==> config.mk <==
export PLATFORM = sky130hd
export DESIGN_NAME = supply_drop_irq
export DESIGN_NICKNAME = d
export VERILOG_FILES = /design/src/rtl/sdi_pkg.sv /design/src/rtl/sdi_sync.sv /design/src/rtl/sdi_tick_gen.sv /design/src/rtl/sdi_filter.sv /design/src/rtl/sdi_flag_ctl.sv /design/src/rtl/supply_drop_irq.sv
export SDC_FILE = /design/constraint.sdc
export NUM_CORES = 1
export LEC_CHECK = 0
export ABC_CLOCK_PERIOD_IN_PS = 1900
export BUFFER_PORTS_ARGS = -buffer_cell sky130_fd_sc_hd__buf_4
export CAP_MARGIN = 15
export CORE_AREA = 5 5 42 44
export DETAILED_ROUTE_END_ITERATION = 8
export DIE_AREA = 0 0 47 49
export GPL_ROUTABILITY_DRIVEN = 0
export PLACE_DENSITY = 0.75
export SLEW_MARGIN = 10
export SYNTH_ARGS = -nofsm -noshare
export SYNTH_HDL_FRONTEND = slang
export SYNTH_SLANG_ARGS = --single-unit
==> constraint.sdc <==
create_clock -name clk -period 1.9 [get_ports clk]
set_input_delay 0.19 -clock clk [delete_from_list [all_inputs] [get_ports clk]]
set_output_delay 0.19 -clock clk [all_outputs]
set_load 0.01 [all_outputs]
==> src/rtl/sdi_pkg.sv <==
package sdi_pkg;
    // Filter states: stable high, one low sample seen, stable low, one high sample seen
    typedef enum logic [1:0] {
        FS_OK       = 2'd0,
        FS_OK_DIP   = 2'd1,
        FS_LOW      = 2'd2,
        FS_LOW_RISE = 2'd3
    } filt_state_t;

    // Drop flag states
    typedef enum logic {
        FG_CLEAR = 1'b0,
        FG_DROP  = 1'b1
    } flag_state_t;
endpackage

==> src/rtl/sdi_sync.sv <==
module sdi_sync #(
    parameter int STAGES = 2
) (
    input  logic clk,
    input  logic rst,
    input  logic d_i,
    output logic q_o
);
    logic [STAGES-1:0] sh_q;

    // Resets to 1 (supply OK) so no false drop appears after reset
    always_ff @(posedge clk) begin
        if (rst) sh_q <= '1;
        else     sh_q <= {sh_q[STAGES-2:0], d_i};
    end

    assign q_o = sh_q[STAGES-1];
endmodule

==> src/rtl/sdi_tick_gen.sv <==
module sdi_tick_gen #(
    parameter int PRE_DIV = 8,  // power of two
    parameter int N_RATES = 4   // power of two
) (
    input  logic                       clk,
    input  logic                       rst,
    input  logic [$clog2(N_RATES)-1:0] sel_i,
    output logic                       tick_o
);
    localparam int PRE_W = $clog2(PRE_DIV);
    localparam int CW    = PRE_W + N_RATES;

    logic [CW-1:0]      cnt_q;
    logic [N_RATES-1:0] tap;

    // Free-running: no gating input, so it runs through wait mode
    always_ff @(posedge clk) begin
        if (rst) cnt_q <= '0;
        else     cnt_q <= cnt_q + 1'b1;
    end

    // Tap r fires once every PRE_DIV * 2^(r+1) cycles
    for (genvar r = 0; r < N_RATES; r++) begin : g_tap
        assign tap[r] = &cnt_q[PRE_W+r:0];
    end

    assign tick_o = tap[sel_i];
endmodule

==> src/rtl/sdi_filter.sv <==
module sdi_filter
    import sdi_pkg::*;
(
    input  logic clk,
    input  logic rst,
    input  logic tick_i,
    input  logic din_i,
    output logic filt_o
);
    filt_state_t st_q, st_d;

    // State register
    always_ff @(posedge clk) begin
        if (rst) st_q <= FS_OK;
        else     st_q <= st_d;
    end

    // Transitions: OK->OK_DIP (low sample), OK_DIP->LOW (second low),
    // OK_DIP->OK (high), LOW->LOW_RISE (high), LOW_RISE->OK (second high),
    // LOW_RISE->LOW (low). Moves only on a tick.
    always_comb begin
        st_d = st_q;
        if (tick_i) begin
            unique case (st_q)
                FS_OK:       if (!din_i) st_d = FS_OK_DIP;
                FS_OK_DIP:   st_d = din_i ? FS_OK : FS_LOW;
                FS_LOW:      if (din_i) st_d = FS_LOW_RISE;
                FS_LOW_RISE: st_d = din_i ? FS_OK : FS_LOW;
                default:     st_d = FS_OK;
            endcase
        end
    end

    // Outputs
    always_comb begin
        filt_o = 1'b1;
        unique case (st_q)
            FS_OK, FS_OK_DIP:   filt_o = 1'b1;
            FS_LOW, FS_LOW_RISE: filt_o = 1'b0;
            default:            filt_o = 1'b1;
        endcase
    end
endmodule

==> src/rtl/sdi_flag_ctl.sv <==
module sdi_flag_ctl
    import sdi_pkg::*;
(
    input  logic clk,
    input  logic rst,
    input  logic level_i,
    input  logic det_en_i,
    input  logic irq_en_i,
    input  logic clr_i,
    output logic flag_o,
    output logic irq_o
);
    flag_state_t st_q, st_d;
    logic        lvl_q;
    logic        fall;
    logic        set_go;
    logic        irq_q;

    assign fall = lvl_q & ~level_i;

    // State register and previous-level register
    always_ff @(posedge clk) begin
        if (rst) begin
            st_q  <= FG_CLEAR;
            lvl_q <= 1'b1;
        end else begin
            st_q  <= st_d;
            lvl_q <= level_i;
        end
    end

    // Transitions: T_SET CLEAR->DROP on a fall (no clear, detector on);
    // T_CLR DROP->CLEAR on a clear or detector disable.
    always_comb begin
        st_d   = st_q;
        set_go = 1'b0;
        unique case (st_q)
            FG_CLEAR: begin
                if (fall && !clr_i && det_en_i) begin
                    st_d   = FG_DROP;
                    set_go = 1'b1;
                end
            end
            FG_DROP: begin
                if (clr_i || !det_en_i) st_d = FG_CLEAR;
            end
            default: st_d = FG_CLEAR;
        endcase
    end

    // Outputs: flag from state, request registered with the set
    always_ff @(posedge clk) begin
        if (rst) irq_q <= 1'b0;
        else     irq_q <= set_go & irq_en_i;
    end

    always_comb begin
        flag_o = 1'b0;
        unique case (st_q)
            FG_CLEAR: flag_o = 1'b0;
            FG_DROP:  flag_o = 1'b1;
            default:  flag_o = 1'b0;
        endcase
    end

    assign irq_o = irq_q;
endmodule

==> src/rtl/supply_drop_irq.sv <==
module supply_drop_irq #(
    parameter int PRE_DIV     = 8,
    parameter int N_RATES     = 4,
    parameter int SYNC_STAGES = 2
) (
    input  logic                       clk,
    input  logic                       rst,
    input  logic                       sense_ok_i,
    input  logic                       det_en_i,
    input  logic                       irq_en_i,
    input  logic                       filt_en_i,
    input  logic [$clog2(N_RATES)-1:0] rate_sel_i,
    input  logic                       flag_clr_i,
    input  logic                       wdt_irq_i,
    input  logic                       osc_irq_i,
    output logic                       drop_flag_o,
    output logic                       drop_irq_o,
    output logic                       nmi_o
);
    logic sync_lvl;
    logic det_lvl;
    logic tick;
    logic filt_lvl;
    logic sel_lvl;

    sdi_sync #(.STAGES(SYNC_STAGES)) i_sync (
        .clk (clk),
        .rst (rst),
        .d_i (sense_ok_i),
        .q_o (sync_lvl)
    );

    // A disabled detector reads as "supply OK"
    assign det_lvl = det_en_i ? sync_lvl : 1'b1;

    sdi_tick_gen #(.PRE_DIV(PRE_DIV), .N_RATES(N_RATES)) i_tick (
        .clk    (clk),
        .rst    (rst),
        .sel_i  (rate_sel_i),
        .tick_o (tick)
    );

    sdi_filter i_filt (
        .clk    (clk),
        .rst    (rst),
        .tick_i (tick),
        .din_i  (det_lvl),
        .filt_o (filt_lvl)
    );

    assign sel_lvl = filt_en_i ? filt_lvl : det_lvl;

    sdi_flag_ctl i_flag (
        .clk      (clk),
        .rst      (rst),
        .level_i  (sel_lvl),
        .det_en_i (det_en_i),
        .irq_en_i (irq_en_i),
        .clr_i    (flag_clr_i),
        .flag_o   (drop_flag_o),
        .irq_o    (drop_irq_o)
    );

    assign nmi_o = drop_irq_o | wdt_irq_i | osc_irq_i;
endmodule

### After elaboration in Yosys (flattened, before gate mapping)

Cells that the tools add are included.
Widths: inputs -> output; s select.

* add/subtract/negate cells: 1
* $lt $le $gt $ge: 1
* eq/ne operators: 5
* mux-type cells: 14
* bitwise gates (word level): 6
* reduce and logical (&&, ||, !) cells: 14

Operators by type and width (count)
* $add 7x1->7 const B: 1
* $reduce_and 7->1: 1
* $mux 1: 6
* $mux 2: 3
* $pmux 1 s2: 3
* $pmux 2 s3: 1
* $reduce_and 6->1: 1
* $reduce_or 2->1: 3
* $reduce_and 5->1: 1
* $eq 2x2->1 const B: 2
* $ne 2x2->1 const B: 2
* $reduce_and 4->1: 1
* $lt 2x3->1 const B: 1
* $reduce_and 3->1: 1
* $and 1x1->1: 2
* $bmux 1 s2: 1
* $eq 2x1->1 const B: 1
* $logic_and 1x1->1: 2
* $logic_not 1->1: 2
* $logic_not 2->1: 1
* $not 1->1: 2
* $or 1x1->1: 2
* $logic_or 1x1->1: 1

* flip-flop bits (word level): 14
* input bits: 11
* output and inout bits: 3
* word-level logic and storage cells: 47

### Depth between registers and ports, before layout

* depth after elaboration: 11
* depth in mapped cells: 7
* gate-level depth less buffers: 7

### Hierarchy

From an unflattened synthesis, not the netlist that was laid out.

* cell total of the unflattened synthesis: 54
* area total of the unflattened synthesis: 568.0 um^2

Modules (own cells, without submodules)
* sdi_tick_gen: times used 1, cells each 30, area an instance 294.0 um^2, sequential area each 140.1 um^2
* sdi_flag_ctl: times used 1, cells each 8, area an instance 102.6 um^2, sequential area each 60.1 um^2
* sdi_filter: times used 1, cells each 9, area an instance 87.6 um^2, sequential area each 40.0 um^2
* sdi_sync: times used 1, cells each 4, area an instance 52.6 um^2, sequential area each 40.0 um^2
* supply_drop_irq: times used 1, cells each 3, area an instance 31.3 um^2, sequential area each 0.0 um^2

### Worst setup path before layout

Ideal clock, no wire load.

* kind: reg2reg
* start point: reg i_tick.cnt_q[0]
* end point: reg i_filt.st_q[0]
* setup time: 0.116 ns
* arrival: 1.338 ns
* required time: 1.784 ns
* slack: 0.446 ns
* stages on the path, launching flop included: 8
* buffers on the path: 0
* period minus slack after synthesis: 1.454 ns
* path through: dfxtp_1 > ha_1 > and3_1 > ha_1 > mux2i_1 > a21oi_2 > a21oi_1 > a31o_2

* longest elaborated chain between the ends: 4
* elaborated cells on any way between the ends: 7
* classes of those cells: mux (2); reduce/logical (5)

RTL lines
* from (decl): line sdi_tick_gen.sv:13 `logic [CW-1:0] cnt_q;`
* from (signal assigned): line sdi_tick_gen.sv:19 `else cnt_q <= cnt_q + 1'b1;`
* $reduce_and 7->1, or another cell as far along: line sdi_tick_gen.sv:24 `assign tap[r] = &cnt_q[PRE_W+r:0];`
* $bmux 1 s2 *: line sdi_tick_gen.sv:27 `assign tick_o = tap[sel_i];`
* $mux 1 (not written as such) *: line sdi_tick_gen.sv:27
* $reduce_and 3->1 (no source line) *
* to (signal assigned): line sdi_filter.sv:15 `else st_q <= st_d;`
* to (decl): line sdi_filter.sv:10 `filt_state_t st_q, st_d;`

Every way passes the cells marked *; elsewhere a longest branch is shown, timed or not. The select of a mux whose other input is x is not followed.
A chain may end at the register's enable or synchronous reset.

### Final worst setup path

Same ends and word-level chain as after synthesis.

==> results.ini <==
[sta]
hold_slack_ps=90.9
report.final.slew_viol_count=0
finalHoldViolations=0
fmax_mhz=635
finalSetupTns_ps=0
worst_pin_slew_ps=274
skew_ps=6.38
slew_headroom_pct=81.6
rsz0062_at_grt=no
setup_violations=0
period_share_pct=82.9
period_needed_ps=1580

[setup_path]
critical_path.endpoint=i_filt.st_q[0]
critical_path_required_ps=2090
crit_fanout=4
rrSetupSlack_ps=320
end_kind=register
rr_worst_depth=7
rr_startpoint=i_tick.cnt_q[0]
setup.worst_path.class=reg -> reg
reg2reg_to=i_filt.st_q[0]
startpoint=i_tick.cnt_q[0]
worst_setup_path_start_kind=register
arrival_ps=1760

[global_routing]
grt_antenna_before_repair=0
grt.busiest_layer=met2
met3_usage_pct=3.69
grt_max_degree=15
grtUsageMet2_pct=16.3
gr-total-overflow=0
grt_pass1_vias=459
grt_pass1_wl_um=1810
grt.total_usage_pct=11.0
grt_use_met1_pct=12.3

[yosys]
seq_area_frac_synth_pct=47.1
synth_area_leaders=dfxtp_1 47%, ha_1 4.2%, a21oi_1 3.4%
ys_seq_elements=14
synth.top_cell.area_share_pct=47.1
synth_cell_types=26
synth-warning-count=0
syn_nets=74
synth_top_area_cell=dfxtp_1
synth_cells=61
syn_avg_cell_area_sq_um=9.76
synth_area_sq_um=596

[cts]
clkTransAtPathRegs_ps=90
cts_resized=0
cts_tree=built
clockBufferDepth=2
clock_latency_ps=280
cts-htree-levels=1
cts_root_buf=clkbuf_4
cts-hold-fix-buffers=0
cts.sinks=14
cts_buffers=3
cts_setup_buffers=0

[floorplan]
core_sq_mm=0.00140
num_rows=14
die_height_um=49
io_pins=14
dieArea_sq_mm=0.00230
start_util_pct=42.5
die_w_um=47

[power_and_ir_drop]
seqPwrFrac_pct=54.1
switchingPower_uw=121
pwr-share-clk_pct=37.8
p_per_area_mw_per_mm2=759
p_leak_nw=0.302
power.internal_uw=445
peakVddDrop_v=0.000488
swShare_pct=21.4
power_frac_comb_pct=8.1
p_total_uw=566

[run]
max_cap_viol_count=0

[place]
dp_hpwl_um=786
portBuffers=13

[routing]
drc=0
wl_per_cell_um=11.0
vias_per_cell=5.09
wirelength_um=1030
ant_nets=0
first_pass_iters=4
vias=473
first_iter_violations=5

[final_layout]
regArea_sq_um=280
finalNetCount=91
diodes=0
layout-drive-gt1-share_pct=32.5
fillers=132
area_growth_pct=25.2
utilization_pct=53.2
multi_input_area_sq_um=304

[outcome]
status=complete, no violations

[worst_hold_path]
hold_path_class=in -> reg

## Yosys cell counts (all sizes together)
cell type,count
and3,2
dfxtp,14
nand2,4
nor2b,2
nand3,2
or2b,2
or3,3
or2,2
o32ai,1
mux2i,1
clkbuf,1
ha,2
nor2,3
a311oi,1
or3b,1
nand2b,3
nor4,1
inv,2
xnor2,1
a21oi,6
o21ai,3
xor2,2
a31o,1
nor3,1
## power groups by stage
stage               clock network, mW  registers (mW)  logic [mW]
floorplan                           0           0.312      0.0233
finish                          0.214           0.306      0.0459
detailed placement                  0           0.313      0.0462
CTS                             0.222           0.306      0.0465
global route                    0.239           0.307      0.0515
global placement                    0           0.313      0.0459
## cell usage in the layout (no fill, tap or decap)
| cell type | count |
|---|---|
| dfxtp_1 | 14 |
| buf_4 | 13 |
| nand2_1 | 4 |
| a21oi_1 | 4 |
| or3_1 | 3 |
| nand2b_1 | 3 |
| nor2_1 | 3 |
| clkbuf_4 | 3 |
| and3_1 | 2 |
| nand3_1 | 2 |
| o21ai_0 | 2 |
| or2_2 | 2 |
| a21oi_2 | 2 |
| inv_1 | 2 |
| or2b_1 | 2 |
| nor2b_1 | 2 |
| xor2_1 | 2 |
| ha_1 | 2 |
| or3b_1 | 1 |
| o21ai_2 | 1 |
| mux2i_1 | 1 |
| a311oi_1 | 1 |
| o32ai_2 | 1 |
| nor4_2 | 1 |
| nor3_1 | 1 |
| a31o_2 | 1 |
| xnor2_1 | 1 |
| clkbuf_8 | 1 |
## critical path, cell delays in order (launching register included)
cell and delay [ps]:
dfxtp_1 360, ha_1 240, and3_1 170, ha_1 130
mux2i_1 70, a21oi_2 200, a21oi_1 90, a31o_2 210
## stage by stage
stage          area, sq um  worst slack, ps  instances
6_report               746              324         93
3_3_place_gp           709              404         89
3_5_place_dp           709              351         89
5_1_grt                746              187         93
4_1_cts                746              332         93
2_1_floorplan          596              446         61
## cell type report
type	instances	area share, %
multi-input cells	44	40.8
flip-flops and latches	14	37.6
repair buffers	13	13.1
clock buffers	4	4.87
well taps	16	2.68
inverters	2	1.01
## sequential cells by signal (all words and copies together), names as in the netlist, named ones only
signal and count:
i_tick.cnt_q 7, i_flag.irq_o 1, i_filt.st_q 1, i_flag.lvl_q 1
i_flag.st_q 1, i_sync.sh_q 2
## logic make-up (layout without fill, tap and decap cells)
logic type               count (synthesis)  after routing  synth area share, %
adder cells (fa/ha/maj)                  2              2                 4.20
buffers and inverters                    3             19                 1.89
XOR/XNOR                                 3              3                 4.41
AO/OA/AOI/OAI                           12             12                 15.1
flip-flops                              14             14                 47.1
multiplexers                             1              1                 1.68
AND/OR/NAND/NOR                         26             26                 25.6
## how the worst min path moves through the flow
stage | startpoint | to | slack, ps | depth (start not counted)
2_1_floorplan | rst | i_flag.lvl_q | 270 | 2
3_3_place_gp | sense_ok_i | i_sync.sh_q[0] | 380 | 2
3_5_place_dp | sense_ok_i | i_sync.sh_q[0] | 380 | 2
4_1_cts | sense_ok_i | i_sync.sh_q[0] | 80 | 2
5_1_grt | sense_ok_i | i_sync.sh_q[0] | 90 | 2
6_report | sense_ok_i | i_sync.sh_q[0] | 90 | 2
## metal layers
metal  vias up  part of all wire, %
met5         -                    0
met4         0                  3.5
met3         5                  6.0
met2        10                   47
met1       211                   43
li1        247                    -
No activity file was read; power rests on OpenSTA's default activity.
